--- src/rtl/keyed_unlock_pkg.sv ---
package keyed_unlock_pkg;

    // Sequencer states
    typedef enum logic [1:0] {
        S_LOCKED = 2'd0,
        S_ARMED  = 2'd1,
        S_OPEN   = 2'd2
    } kul_state_e;

    // Transition chosen in a cycle
    typedef enum logic [2:0] {
        T_HOLD    = 3'd0,
        T_ADVANCE = 3'd1,
        T_GRANT   = 3'd2,
        T_RESTART = 3'd3,
        T_RESYNC  = 3'd4,
        T_REVOKE  = 3'd5
    } kul_move_e;

endpackage

--- src/rtl/kul_key_cmp.sv ---
module kul_key_cmp #(
    parameter int DATA_W   = 32,
    parameter int NUM_KEYS = 3,
    parameter int STEP_W   = 2,
    parameter logic [NUM_KEYS*DATA_W-1:0] KEY_SEQ = '0
) (
    input  logic [DATA_W-1:0] wr_data,
    input  logic [STEP_W-1:0] step,
    output logic              hit_expected,
    output logic              hit_first
);

    localparam int SLOTS = 1 << STEP_W;

    logic [SLOTS-1:0] eq;

    // One comparator per key; unused step codes never match
    for (genvar i = 0; i < SLOTS; i++) begin : g_slot
        if (i < NUM_KEYS) begin : g_key
            assign eq[i] = (wr_data == KEY_SEQ[i*DATA_W +: DATA_W]);
        end else begin : g_pad
            assign eq[i] = 1'b0;
        end
    end

    assign hit_expected = eq[step];
    assign hit_first    = eq[0];

endmodule

--- src/rtl/kul_seq_fsm.sv ---
module kul_seq_fsm
    import keyed_unlock_pkg::*;
#(
    parameter int NUM_KEYS = 3,
    parameter int STEP_W   = 2
) (
    input  logic              clk,
    input  logic              rst_n,
    input  logic              wr_en,
    input  logic              hit_expected,
    input  logic              hit_first,
    output logic [STEP_W-1:0] step,
    output logic              access_en
);

    localparam logic [STEP_W-1:0] LAST_STEP = STEP_W'(NUM_KEYS - 1);
    localparam logic [STEP_W-1:0] ONE_STEP  = STEP_W'(1);

    kul_state_e        state_q, state_d;
    logic [STEP_W-1:0] step_q, step_d;
    kul_move_e         move;
    logic              access_q;

    // Pick this cycle's transition
    always_comb begin
        move = T_HOLD;
        unique case (state_q)
            S_LOCKED, S_ARMED: begin
                if (wr_en) begin
                    if (hit_expected) begin
                        move = (step_q == LAST_STEP) ? T_GRANT : T_ADVANCE;
                    end else if (hit_first) begin
                        move = T_RESYNC;
                    end else begin
                        move = T_RESTART;
                    end
                end
            end
            S_OPEN: begin
                if (wr_en) begin
                    move = T_REVOKE;
                end
            end
            default: move = T_RESTART;
        endcase
    end

    // Apply the transition
    always_comb begin
        state_d = state_q;
        step_d  = step_q;
        unique case (move)
            T_HOLD: begin
            end
            T_ADVANCE: begin
                state_d = S_ARMED;
                step_d  = step_q + ONE_STEP;
            end
            T_GRANT: begin
                state_d = S_OPEN;
                step_d  = '0;
            end
            T_RESYNC: begin
                state_d = S_ARMED;
                step_d  = ONE_STEP;
            end
            T_RESTART, T_REVOKE: begin
                state_d = S_LOCKED;
                step_d  = '0;
            end
            default: begin
                state_d = S_LOCKED;
                step_d  = '0;
            end
        endcase
    end

    // State register
    always_ff @(posedge clk or negedge rst_n) begin
        if (!rst_n) begin
            state_q <= S_LOCKED;
            step_q  <= '0;
        end else begin
            state_q <= state_d;
            step_q  <= step_d;
        end
    end

    // Output register
    always_ff @(posedge clk or negedge rst_n) begin
        if (!rst_n) begin
            access_q <= 1'b0;
        end else begin
            access_q <= (state_d == S_OPEN);
        end
    end

    assign step      = step_q;
    assign access_en = access_q;

endmodule

--- src/rtl/keyed_unlock.sv ---
module keyed_unlock #(
    parameter int DATA_W   = 32,
    parameter int NUM_KEYS = 3,
    parameter logic [NUM_KEYS*DATA_W-1:0] KEY_SEQ =
        {32'h9608B2C1, 32'hA1E34F20, 32'h3A7F5CA3}
) (
    input  logic              clk,
    input  logic              rst_n,
    input  logic              wr_en,
    input  logic [DATA_W-1:0] wr_data,
    output logic [DATA_W-1:0] rd_data,
    output logic              access_en
);

    localparam int STEP_W = (NUM_KEYS > 1) ? $clog2(NUM_KEYS) : 1;

    logic [STEP_W-1:0] key_step;
    logic              hit_expected;
    logic              hit_first;

    kul_key_cmp #(
        .DATA_W   (DATA_W),
        .NUM_KEYS (NUM_KEYS),
        .STEP_W   (STEP_W),
        .KEY_SEQ  (KEY_SEQ)
    ) u_cmp (
        .wr_data      (wr_data),
        .step         (key_step),
        .hit_expected (hit_expected),
        .hit_first    (hit_first)
    );

    kul_seq_fsm #(
        .NUM_KEYS (NUM_KEYS),
        .STEP_W   (STEP_W)
    ) u_fsm (
        .clk          (clk),
        .rst_n        (rst_n),
        .wr_en        (wr_en),
        .hit_expected (hit_expected),
        .hit_first    (hit_first),
        .step         (key_step),
        .access_en    (access_en)
    );

    // Readback never exposes keys or progress
    assign rd_data = '0;

endmodule

--- config.mk ---
export PLATFORM = sky130hd
export DESIGN_NAME = keyed_unlock
export DESIGN_NICKNAME = d
export VERILOG_FILES = /design/src/rtl/keyed_unlock_pkg.sv /design/src/rtl/kul_key_cmp.sv /design/src/rtl/kul_seq_fsm.sv /design/src/rtl/keyed_unlock.sv
export SDC_FILE = /design/constraint.sdc
export NUM_CORES = 1
export LEC_CHECK = 0
export BUFFER_PORTS_ARGS = -buffer_cell sky130_fd_sc_hd__buf_2
export CAP_MARGIN = 20
export CORE_MARGIN = 10
export CORE_UTILIZATION = 30
export DETAILED_ROUTE_END_ITERATION = 10
export PLACE_DENSITY = 0.74
export SYNTH_ARGS = -nofsm -noshare
export SYNTH_HDL_FRONTEND = slang
export SYNTH_SLANG_ARGS = --single-unit
--- constraint.sdc ---
create_clock -name clk -period 3.2 [get_ports clk]
set_clock_uncertainty 0.05 [all_clocks]
set_input_delay 0.64 -clock clk [delete_from_list [all_inputs] [get_ports clk]]
set_output_delay 0.64 -clock clk [all_outputs]
set_load 0.05 [all_outputs]
==> flow_summary.toml <==
[outcome]
status = "completed"

[timing]
rsz0062_at_grt = "no"
setup_viol = 0
worst_pin_slew_ns = 0.488
finalCritPeriodShare = 0.599
fin_crit_ns = 1.92
slew_headroom = 0.670
finalMaxSlewViolations = 0
fmax_mhz = 522
report.final.hold_viol_count = 0
tns_ns = 0

[cells_and_area]
syn_to_final_growth_pct = 13.9
fin_util = 0.370
fin_nets = 176
layout-drive-gt1-share = 0.317
n_antenna_cell = 0
layout_common_cells = "35 x buf_2, 32 x conb_1, 7 x nand4_1, 7 x nand2_1"
final_common_cell = "buf_2"
design_area_sq_um = 942

[setup_path]
r2r_end = "u_fsm.step[0]"
worst_path_max_delay_cell = "nor4_2"
critPathMaxStageDelay_ns = 0.35
r2r_slack_ns = 1.50
crit_end = "u_fsm.step[0]"
cp_data_required_time_ns = 3.29
path_cells = "buf_2, nor4b_2, nand4_1, nor4_2, a21oi_1, o31ai_1"
r2r_start = "u_fsm.step[1]"
path_depth = 6
worstPathMaxFanout = 4
critPathLaunch = "wr_data[3]"
reg2regPathDepth = 5
worst_ep_arrival_time_ns = 2.01
cp-start-kind = "input pin"
crit_family = "simple AND/OR/NAND/NOR gates"
worst-path-buf-inv = 1
critical_path_class = "in -> reg"
end_kind = "register"

[pwr]
p_per_area_nw_per_um2 = 273
leakage_nw = 0.448
p_seq_frac = 0.247
power.share.clock = 0.272
swShare = 0.484
p_sw_mw = 0.125
ir_drop_uv = 130
power.internal_mw = 0.133
finalPower_mw = 0.257
p_comb_frac = 0.482

[global_routing]
first_global_vias = 806
gr-total-overflow = 0
grt_start_max_net_pins = 9
grt_pass1_wl_um = 3480
grt_use_total = 0.0783
antenna_found_initial = 0

[yosys]
syn_inst = 101
yosysTopAreaCellShare = 0.290
synth_area_per_cell_sq_um = 8.19
ys_seq_area_frac = 0.151
synth_area_leaders = "buf_4 29%, dfrtp_1 15%, nand4_1 5.3%, nor4b_1 4.2%, nor4bb_1 3.6%"
yosysTopAreaCell = "buf_4"
synth_edf_count = 0
synthArstFlopShare = 1.00
synth-seq-cells = 5
ys.flop_type = "dfrtp_1"
syn-cell-area_sq_um = 827
synth_warnings = 0
ys_types = 35

[drt]
drt_wl_total_um = 2300
drtIter0Drc = 22
ant_nets = 0
drc_errors = 0
routedWlPerCell_um = 13.6
vias = 820
routed_via_density = 4.85
dr.pass1.iters = 4

[floorplan]
die_x_um = 72.5
die_area_sq_um = 5260
start_util = 0.325
ios = 68
core_sq_um = 2540
std_cell_rows = 18
die_h_um = 72.5

[place]
numPortBuffers = 35
place_congestion = 0.838
placed_area_sq_um = 916
hpwl_um = 2110

[cts]
cts_buffers = 3
cts_root_buffer = "clkbuf_4"
cts_hold_buf = 0
cts_tree = "done"
cts_sinks = 5
clk_pin_slew_worst_paths_ns = 0.04
htree_levels = 1
clk-insertion-delay-late_ns = 0.24
cts_setup_buffers = 0
cts_buffer_depth = 2
ctsResizeCount = 0

[min_path]
hold_path_class = "in -> async"

[job]
maxCapViolations = 0
## cell families after synthesis
kind of cell | synth area share
buf+inv | 0.300
simple gates | 0.401
other cells | 0.00453
flops | 0.151
compound gates | 0.129
fa+ha+maj | 0.0151
## synth_stat cells, drive strengths merged, types with 2 or more instances
| cell type | number |
|---|---|
| nand2 | 7 |
| nor4bb | 3 |
| nor3 | 3 |
| nor4 | 3 |
| o21ai | 2 |
| nand4 | 7 |
| a41o | 2 |
| nor3b | 3 |
| nor4b | 6 |
| inv | 2 |
| buf | 32 |
| dfrtp | 5 |
| nor2 | 5 |
| nand3b | 2 |
| a21oi | 3 |
## registers in the layout, indices dropped and copies added (netlist names)
name	cells
u_fsm.state_q	2
u_fsm.step	2
u_fsm.access_en	1
## power groups by stage
stage | logic [mW] | clock network (mW) | registers, mW
floorplan | 0.125 | 0 | 0.0644
global placement | 0.121 | 0 | 0.0644
detailed placement | 0.122 | 0 | 0.0644
CTS | 0.122 | 0.0730 | 0.0635
global route | 0.130 | 0.0781 | 0.0634
finish | 0.124 | 0.0699 | 0.0635
## worst min-delay path by stage
stage | from | end | slack, ns | cells past startpoint
2_1_floorplan | rst_n | u_fsm.access_en | 0.29 | 0
3_3_place_gp | rst_n | u_fsm.access_en | 0.41 | 1
3_5_place_dp | rst_n | u_fsm.access_en | 0.41 | 1
4_1_cts | rst_n | u_fsm.state_q[0] | 0.15 | 1
5_1_grt | rst_n | u_fsm.state_q[0] | 0.14 | 1
6_report | rst_n | u_fsm.state_q[0] | 0.16 | 1
## area by class of cell
type                    instances  area, sq um
repair buffers                 35          175
inverters                       2         7.51
fillers                       293         1600
flip-flops and latches          5          125
clock buffers                   4         26.3
well taps                      30         37.5
multi-input cells              93          571
## metal layers
layer  track usage  vias up  wire length, um
met5             0        -                0
met4        0.0316        0               29
met3        0.0354        2              267
met2         0.134       49             1070
met1        0.0815      370              937
li1              -      399                -
## worst reg2reg max path, delay by kind of cell, from the launching register on
| kind | cells | cell delay, ns |
|---|---|---|
| DFF | 1 | 0.47 |
| AOI/OAI and AO/OA | 2 | 0.33 |
| and+or+nand+nor | 3 | 0.75 |
## per-stage QoR
step | hold WS [ns] | std cells | setup slack (ns)
final | 0.157 | 169 | 1.28
after CTS | 0.153 | 169 | 1.32
after detailed placement | 0.408 | 165 | 1.08
after floorplan | 0.294 | 132 | 1.31
after global placement | 0.409 | 165 | 1.11
after global routing | 0.143 | 169 | 1.21
(Power assumes the default switching activity.)
